[src/rtl/mdio_pkg.sv]
package mdio_pkg;
  localparam int SEL_W   = 3;
  localparam int MAX_DIV = 28;
  localparam int HALF_W  = $clog2(MAX_DIV / 2 + 1);

  typedef enum logic [2:0] {
    REG_CFG  = 3'd0,
    REG_CMD  = 3'd1,
    REG_ADDR = 3'd2,
    REG_CTRL = 3'd3,
    REG_STAT = 3'd4,
    REG_BUSY = 3'd5
  } reg_sel_e;

  localparam logic [1:0] OP_WR = 2'b01;
  localparam logic [1:0] OP_RD = 2'b10;

  // half of the MDC divisor, in system clocks
  function automatic logic [HALF_W-1:0] half_div(input logic [SEL_W-1:0] sel);
    case (sel)
      3'd0, 3'd1: half_div = HALF_W'(2);
      3'd2:       half_div = HALF_W'(3);
      3'd3:       half_div = HALF_W'(4);
      3'd4:       half_div = HALF_W'(5);
      3'd5:       half_div = HALF_W'(7);
      3'd6:       half_div = HALF_W'(10);
      default:    half_div = HALF_W'(14);
    endcase
  endfunction
endpackage

[src/rtl/mdio_clk_gen.sv]
module mdio_clk_gen
  import mdio_pkg::*;
(
  input  logic             clk_i,
  input  logic             rst_ni,
  input  logic             srst_i,
  input  logic             run_i,
  input  logic [SEL_W-1:0] sel_i,
  output logic             mdc_o,
  output logic             rise_o,
  output logic             fall_o
);
  logic [HALF_W-1:0] cnt_q;
  logic [HALF_W-1:0] half;
  logic              mdc_q;
  logic              tick;

  assign half   = half_div(sel_i);
  assign tick   = run_i && !srst_i && (cnt_q >= half - HALF_W'(1));
  assign rise_o = tick && !mdc_q;
  assign fall_o = tick && mdc_q;
  assign mdc_o  = mdc_q;

  always_ff @(posedge clk_i or negedge rst_ni) begin
    if (!rst_ni) begin
      cnt_q <= '0;
      mdc_q <= 1'b0;
    end else if (srst_i || !run_i) begin
      cnt_q <= '0;
      mdc_q <= 1'b0;
    end else if (tick) begin
      cnt_q <= '0;
      mdc_q <= ~mdc_q;
    end else begin
      cnt_q <= cnt_q + HALF_W'(1);
    end
  end
endmodule

[src/rtl/mdio_frame_eng.sv]
module mdio_frame_eng
  import mdio_pkg::*;
#(
  parameter int PRE_LEN = 32,
  parameter int ADDR_W  = 5,
  parameter int DATA_W  = 16
) (
  input  logic              clk_i,
  input  logic              rst_ni,
  input  logic              srst_i,
  input  logic              start_i,
  input  logic              start_rd_i,
  input  logic [ADDR_W-1:0] phy_i,
  input  logic [ADDR_W-1:0] reg_i,
  input  logic [DATA_W-1:0] wdata_i,
  input  logic              rise_i,
  input  logic              fall_i,
  input  logic              mdio_i,
  output logic              busy_o,
  output logic              mdio_o,
  output logic              oe_o,
  output logic [DATA_W-1:0] rdata_o
);
  localparam int FRAME_LEN = PRE_LEN + 6 + 2 * ADDR_W + DATA_W;
  localparam int IDX_W     = $clog2(FRAME_LEN);
  localparam int DATA_POS  = FRAME_LEN - DATA_W;
  localparam int TA_POS    = DATA_POS - 2;

  logic [FRAME_LEN-1:0] sh_q;
  logic [FRAME_LEN-1:0] frame;
  logic [IDX_W-1:0]     idx_q;
  logic                 run_q;
  logic                 rd_q;
  logic [DATA_W-1:0]    in_q;
  logic [DATA_W-1:0]    rdata_q;

  assign frame = {{PRE_LEN{1'b1}}, 2'b01, (start_rd_i ? OP_RD : OP_WR), phy_i, reg_i,
                  (start_rd_i ? 2'b11 : 2'b10),
                  (start_rd_i ? {DATA_W{1'b1}} : wdata_i)};

  always_ff @(posedge clk_i or negedge rst_ni) begin
    if (!rst_ni) begin
      sh_q    <= '1;
      idx_q   <= '0;
      run_q   <= 1'b0;
      rd_q    <= 1'b0;
      in_q    <= '0;
      rdata_q <= '0;
    end else if (srst_i) begin
      sh_q  <= '1;
      idx_q <= '0;
      run_q <= 1'b0;
      rd_q  <= 1'b0;
    end else if (!run_q) begin
      if (start_i) begin
        sh_q  <= frame;
        idx_q <= '0;
        run_q <= 1'b1;
        rd_q  <= start_rd_i;
      end
    end else begin
      if (rise_i && rd_q && (idx_q >= IDX_W'(DATA_POS)))
        in_q <= {in_q[DATA_W-2:0], mdio_i};
      if (fall_i) begin
        if (idx_q == IDX_W'(FRAME_LEN - 1)) begin
          run_q <= 1'b0;
          if (rd_q) rdata_q <= in_q;
        end else begin
          idx_q <= idx_q + IDX_W'(1);
          sh_q  <= {sh_q[FRAME_LEN-2:0], 1'b1};
        end
      end
    end
  end

  assign busy_o  = run_q;
  assign mdio_o  = sh_q[FRAME_LEN-1];
  assign oe_o    = run_q && !(rd_q && (idx_q >= IDX_W'(TA_POS)));
  assign rdata_o = rdata_q;
endmodule

[src/rtl/mdio_master.sv]
module mdio_master
  import mdio_pkg::*;
#(
  parameter int PRE_LEN = 32,
  parameter int ADDR_W  = 5,
  parameter int DATA_W  = 16
) (
  input  logic        clk_i,
  input  logic        rst_ni,
  input  logic        wr_en_i,
  input  logic [2:0]  addr_i,
  input  logic [31:0] wdata_i,
  output logic [31:0] rdata_o,
  output logic        mdc_o,
  input  logic        mdio_i,
  output logic        mdio_o,
  output logic        mdio_oe_o
);
  logic [SEL_W-1:0]  cfg_sel_q;
  logic              cfg_srst_q;
  logic              cmd_q;
  logic [15:0]       addr_q;
  logic [DATA_W-1:0] ctrl_q;
  logic [DATA_W-1:0] stat_data;
  logic              busy;
  logic              rise, fall;
  logic              wr_cfg, wr_cmd, wr_addr, wr_ctrl;
  logic              start, start_rd;
  logic              unused_wdata;

  assign unused_wdata = ^wdata_i[30:16];

  assign wr_cfg  = wr_en_i && (addr_i == REG_CFG);
  assign wr_addr = wr_en_i && (addr_i == REG_ADDR);
  // command/control writes are dropped while a frame runs or soft reset is held
  assign wr_cmd  = wr_en_i && (addr_i == REG_CMD)  && !busy && !cfg_srst_q;
  assign wr_ctrl = wr_en_i && (addr_i == REG_CTRL) && !busy && !cfg_srst_q;

  assign start_rd = wr_cmd && wdata_i[0];
  assign start    = start_rd || wr_ctrl;

  always_ff @(posedge clk_i or negedge rst_ni) begin
    if (!rst_ni) begin
      cfg_sel_q  <= '0;
      cfg_srst_q <= 1'b0;
      cmd_q      <= 1'b0;
      addr_q     <= '0;
      ctrl_q     <= '0;
    end else begin
      if (wr_cfg) begin
        cfg_sel_q  <= wdata_i[SEL_W-1:0];
        cfg_srst_q <= wdata_i[31];
      end
      if (wr_cmd)  cmd_q  <= wdata_i[0];
      if (wr_addr) addr_q <= wdata_i[15:0];
      if (wr_ctrl) ctrl_q <= wdata_i[DATA_W-1:0];
    end
  end

  mdio_clk_gen u_clk_gen (
    .clk_i  (clk_i),
    .rst_ni (rst_ni),
    .srst_i (cfg_srst_q),
    .run_i  (busy),
    .sel_i  (cfg_sel_q),
    .mdc_o  (mdc_o),
    .rise_o (rise),
    .fall_o (fall)
  );

  mdio_frame_eng #(
    .PRE_LEN (PRE_LEN),
    .ADDR_W  (ADDR_W),
    .DATA_W  (DATA_W)
  ) u_frame_eng (
    .clk_i      (clk_i),
    .rst_ni     (rst_ni),
    .srst_i     (cfg_srst_q),
    .start_i    (start),
    .start_rd_i (start_rd),
    .phy_i      (addr_q[8 +: ADDR_W]),
    .reg_i      (addr_q[0 +: ADDR_W]),
    .wdata_i    (wdata_i[DATA_W-1:0]),
    .rise_i     (rise),
    .fall_i     (fall),
    .mdio_i     (mdio_i),
    .busy_o     (busy),
    .mdio_o     (mdio_o),
    .oe_o       (mdio_oe_o),
    .rdata_o    (stat_data)
  );

  always_comb begin
    rdata_o = '0;
    case (addr_i)
      REG_CFG:  rdata_o = {cfg_srst_q, {(31-SEL_W){1'b0}}, cfg_sel_q};
      REG_CMD:  rdata_o = {31'b0, cmd_q};
      REG_ADDR: rdata_o = {16'b0, addr_q};
      REG_CTRL: rdata_o = 32'(ctrl_q);
      REG_STAT: rdata_o = 32'(stat_data);
      REG_BUSY: rdata_o = {31'b0, busy};
      default:  rdata_o = '0;
    endcase
  end
endmodule

[config.mk]
export PLATFORM = sky130hd
export DESIGN_NAME = mdio_master
export DESIGN_NICKNAME = d
export VERILOG_FILES = /design/src/rtl/mdio_pkg.sv /design/src/rtl/mdio_clk_gen.sv /design/src/rtl/mdio_frame_eng.sv /design/src/rtl/mdio_master.sv
export SDC_FILE = /design/constraint.sdc
export NUM_CORES = 1
export LEC_CHECK = 0
export CORE_ASPECT_RATIO = 1.75
export CORE_MARGIN = 2
export CORE_UTILIZATION = 45
export CTS_CLUSTER_SIZE = 28
export DETAILED_ROUTE_END_ITERATION = 6
export PLACE_DENSITY_LB_ADDON = 0.15
export REMOVE_ABC_BUFFERS = 1
export SLEW_MARGIN = 20
export SYNTH_ARGS = -nofsm -noshare
export SYNTH_HDL_FRONTEND = slang
export SYNTH_SLANG_ARGS = --single-unit
[constraint.sdc]
create_clock -name clk_i -period 3 [get_ports clk_i]
set_clock_uncertainty 0.05 [all_clocks]
set_input_delay 0.3 -clock clk_i [delete_from_list [all_inputs] [get_ports clk_i]]
set_output_delay 0.3 -clock clk_i [all_outputs]
set_load 0.01 [all_outputs]
==> impl_summary.log, run 1 <==
[metrics] mux contribution to synthesized area: 21.7%
[metrics] boundary pin count: 74
[metrics] cell type with the largest total area after synthesis: sky130_fd_sc_hd__dfrtp_1
[metrics] element type at the critical path end: flip-flop
[metrics] CTS root buf: sky130_fd_sc_hd__clkbuf_16
[metrics] end of the worst register-to-register path: u_frame_eng.sh_q[1]
[metrics] worst relative slew slack: 60.3%
[metrics] Critical path origin: cfg_sel_q[2]
[metrics] fraction of post-synthesis cell area in the top cell type by area: 29.5%
[metrics] Final Max Slew Viols: 0
[metrics] post-synthesis sequential element count: 146
[metrics] fraction of the cycle the final worst path needs: 94.4%
[metrics] height of the die: 168 um
[metrics] Vias/cell: 5.46
[metrics] outcome: completed
[metrics] DIE AREA: 16,500 um^2
[metrics] Leak Pwr: 3.49 nW
[metrics] max-capacitance violation count: 0
[metrics] total CTS buffers: 17
[metrics] f_max: 353 MHz
[metrics] Final #Nets: 645
[metrics] wire length per cell after detailed routing: 18.6 um
[metrics] class of the tightest hold or removal check: in -> async
[metrics] transition time of the tightest slew-check pin: 0.595 ns
[metrics] Worst IR Drop VDD: 0.450 mV
[metrics] final count of negative-setup-slack endpoints: 0
[metrics] Critical Path RT: 3.30 ns
[metrics] vias in the first global route: 4,592
[metrics] total wirelength of the detailed-routed design: 14.8 mm
[metrics] fraction of the mapped netlist area in simple logic gates: 7.94%
[metrics] clock slew at the register clock pins of the worst setup and hold paths: 0.07 ns
[metrics] TritonCTS Sinks: 146
[metrics] GP Congestion: 0.755
[metrics] post-CTS repair timing setup buffer count: 0
[metrics] R2R Path Start: cfg_sel_q[2]
[metrics] initial antenna violation count: 0
[metrics] clock tree from TritonCTS: built
[metrics] multi-input combinational cell area: 2920 um^2
[metrics] drt pass-1 iters: 4
[metrics] Register Area: 3740 um^2
[metrics] drt initial violations: 145
[metrics] worst hold slack: 0.375 ns
[metrics] proportion of register bits with asynchronous set or reset after synthesis: 100%
[metrics] category of the worst setup path launch point: flip-flop
[metrics] most numerous cell types in the synthesized netlist: 82 x sky130_fd_sc_hd__dfrtp_1, 64 x sky130_fd_sc_hd__dfstp_2, 61 x sky130_fd_sc_hd__mux2_2
[metrics] Crit Path Category: reg -> reg
[metrics] power density normalized to cell area: 737 nW/um^2
[metrics] Critical Path Fanout Max: 17
[metrics] number of cells on the worst reg-to-reg path: 10
[metrics] number of vias after detailed routing: 4,358
[metrics] count of distinct cell types in the synthesized netlist: 45
[metrics] register-to-register path setup slack: 0.17 ns
[metrics] sum of negative setup slack: 0 ns
[metrics] instance count of the mapped netlist: 551
[metrics] final antenna-violating net count: 0
[metrics] total overflow reported by the global router: 0
[metrics] starting density of the core: 45.6%
[metrics] complex-gate fraction of the synthesized area: 9.69%
[metrics] chip width: 97.9 um
[metrics] Adder-Cell Fraction of Synth Area: 1.26%
[metrics] number of hold-slack violations in the final timing report: 0
[metrics] fraction of final layout cells with drive strength greater than 1: 36.4%
[metrics] mapped cell area: 6950 um^2
[metrics] Area growth, synth to finish: 18.5%
[metrics] std cell rows: 60
[metrics] top post-synthesis cells by area: sky130_fd_sc_hd__dfrtp_1 30%, sky130_fd_sc_hd__dfstp_2 24%, sky130_fd_sc_hd__mux2_2 9.9%
[metrics] buffers added on ports: 43
[metrics] htree depth: 4
[metrics] first-pass GRT wire length: 23.9 mm
[metrics] dominant register cell in the synthesized netlist: sky130_fd_sc_hd__dfrtp_1
[metrics] total routing resource utilization after global routing: 18.3%
[metrics] number of inserted diodes: 0
[metrics] Worst-Skew Late Latency: 0.43 ns
[metrics] Post-synth EDFFs: 0
[metrics] fill cell total of the finished layout: 1,324
[metrics] library cell with the highest instance count after synthesis: sky130_fd_sc_hd__dfrtp_1
[metrics] DRC violation count after routing: 0
[metrics] pin count of the biggest net entering global routing: 71
[metrics] Synthesis Warnings: 0
[metrics] dominant combinational cell family by area after synthesis: multiplexers
[metrics] sum of net half-perimeters after detailed placement: 9.62 mm
[metrics] Syn Area/Cell: 12.6 um^2
[metrics] maximum number of buffers from clock root to sink: 2
[metrics] core footprint: 15,200 um^2
[metrics] Seq/Total Area, Yosys: 53.8%
[metrics] Synth Area in XOR/XNOR: 0.504%
[metrics] Tmin final: 2.83 ns
[metrics] data arrival time of the critical path: 3.13 ns
-- metrics by stage --
step / total power [mW] / instance area [um^2] / utilization, % / setup slack, ns / cells
after floorplan: 3.49 / 6680 / - / -0.912 / 514
after global placement: 3.84 / 7550 / 49.5 / 0.188 / 763
after detailed placement: 3.88 / 7550 / 49.5 / 0.123 / 763
after CTS: 6.06 / 8170 / 53.6 / 0.100 / 796
after global routing: 6.36 / 8230 / 54.0 / -0.00155 / 798
final: 6.06 / 8230 / 54.0 / 0.168 / 798
-- power breakdown --
group	total, mW	internal (mW)	switching, mW	leakage [nW]
logic	1.27	0.705	0.566	1.45
registers	2.65	2.44	0.213	1.75
clock network	2.14	1.17	0.970	0.293
-- placed cells by master (no fill, tap or decap), types with 2 or more instances in the layout --
cell type,Yosys,final
sky130_fd_sc_hd__o21a_1,2,2
sky130_fd_sc_hd__o22a_1,34,34
sky130_fd_sc_hd__or2_2,3,3
sky130_fd_sc_hd__dfstp_2,64,64
sky130_fd_sc_hd__xor2_1,2,2
sky130_fd_sc_hd__clkinvlp_4,0,2
sky130_fd_sc_hd__a21boi_0,4,4
sky130_fd_sc_hd__nor3_1,20,20
sky130_fd_sc_hd__nand2b_1,3,3
sky130_fd_sc_hd__a21oi_1,3,3
sky130_fd_sc_hd__a21o_1,2,2
sky130_fd_sc_hd__clkdlybuf4s50_1,0,42
sky130_fd_sc_hd__inv_8,0,6
sky130_fd_sc_hd__xnor2_1,2,2
sky130_fd_sc_hd__conb_1,1,15
sky130_fd_sc_hd__buf_12,0,3
sky130_fd_sc_hd__inv_1,9,9
sky130_fd_sc_hd__mux2i_1,31,31
sky130_fd_sc_hd__buf_4,16,16
sky130_fd_sc_hd__and3_1,2,2
sky130_fd_sc_hd__clkinv_8,0,3
sky130_fd_sc_hd__a211o_1,2,2
sky130_fd_sc_hd__nand2_1,39,39
sky130_fd_sc_hd__nor2_1,13,13
sky130_fd_sc_hd__nand3_1,6,6
sky130_fd_sc_hd__dfrtp_2,0,2
sky130_fd_sc_hd__a2bb2oi_1,4,4
sky130_fd_sc_hd__nor2b_1,19,19
sky130_fd_sc_hd__o22ai_1,4,4
sky130_fd_sc_hd__mux2_2,61,61
sky130_fd_sc_hd__o21ai_0,34,34
sky130_fd_sc_hd__dfrtp_1,82,80
sky130_fd_sc_hd__mux2_4,34,34
sky130_fd_sc_hd__ha_1,7,7
sky130_fd_sc_hd__clkbuf_16,0,20
sky130_fd_sc_hd__inv_6,0,3
-- layout make-up --
class	count	area share, %
Clock buffer	18	5.47
Sequential cell	146	45.4
Tap cell	186	2.83
Clock inverter	14	1.92
Inverter	9	0.411
Multi-Input combinational cell	359	35.5
Timing Repair Buffer	66	8.50
-- logic make-up after synthesis --
logic type                 after synthesis
AOI/OAI and AO/OA                       95
xor gates and xnor gates                 4
adders and majority gates                7
buffers and inverters                   60
DFF                                    146
muxes                                  126
other                                    1
and+or+nand+nor                        112
-- sequential cells by signal, summed over array words and instances (netlist names) --
signal,flops
ctrl_q,16
u_frame_eng.rd_q,1
addr_q,16
cfg_srst_q,1
u_clk_gen.cnt_q,4
u_frame_eng.sh_q,64
u_frame_eng.busy_o,1
u_frame_eng.rdata_o,16
cfg_sel_q,3
cmd_q,1
u_frame_eng.in_q,16
u_clk_gen.mdc_o,1
u_frame_eng.idx_q,6
-- timing repair --
| action | 4_1_cts | 5_1_grt |
|---|---|---|
| setup endpoints to repair | 0 | 36 |
| hold endpoints to repair | 37 | 0 |
| hold buffers | 1 | 0 |
| resized for setup | 0 | 3 |
-- worst max-delay path: stages, from the launching register on --
cell and delay [ns]:
sky130_fd_sc_hd__dfrtp_2 0.45, sky130_fd_sc_hd__nor3b_1 0.22, sky130_fd_sc_hd__nor2_1 0.09, sky130_fd_sc_hd__ha_1 0.20, sky130_fd_sc_hd__xor2_1 0.17, sky130_fd_sc_hd__ha_1 0.20
sky130_fd_sc_hd__a2111o_1 0.39, sky130_fd_sc_hd__a21o_1 0.24, sky130_fd_sc_hd__o211a_4 0.21, sky130_fd_sc_hd__clkbuf_16 0.22, sky130_fd_sc_hd__mux2_4 0.31
-- worst max path at each step --
stage	to	slack (ns)	depth (start not counted)
CTS	u_frame_eng.sh_q[12]	0.10	11
global route	u_frame_eng.sh_q[1]	-0.002	11
global placement	u_frame_eng.sh_q[25]	0.19	11
finish	u_frame_eng.sh_q[1]	0.17	10
detailed placement	u_frame_eng.sh_q[26]	0.12	11
floorplan	u_frame_eng.sh_q[0]	-0.91	4
-- metal layers --
metal / GRT usage (%) / up-vias / share of wire (%) / wire [um]
met1: 23.0 / 2227 / 43 / 6370
li1: - / 2029 / - / -
met5: 0 / - / 0 / 0
met2: 29.8 / 72 / 51 / 7580
met3: 3.99 / 30 / 3.0 / 449
met4: 8.64 / 0 / 3.0 / 448
No activity file was read; power rests on OpenSTA's default activity.
==> inputs of run 2 (changes only) <==
GPL_ROUTABILITY_DRIVEN = 0   (was unset)
SKIP_LAST_GASP = 1   (was unset)
==> results of run 2 <==
Final layout, timing and power as in run 1 (identical DEF).
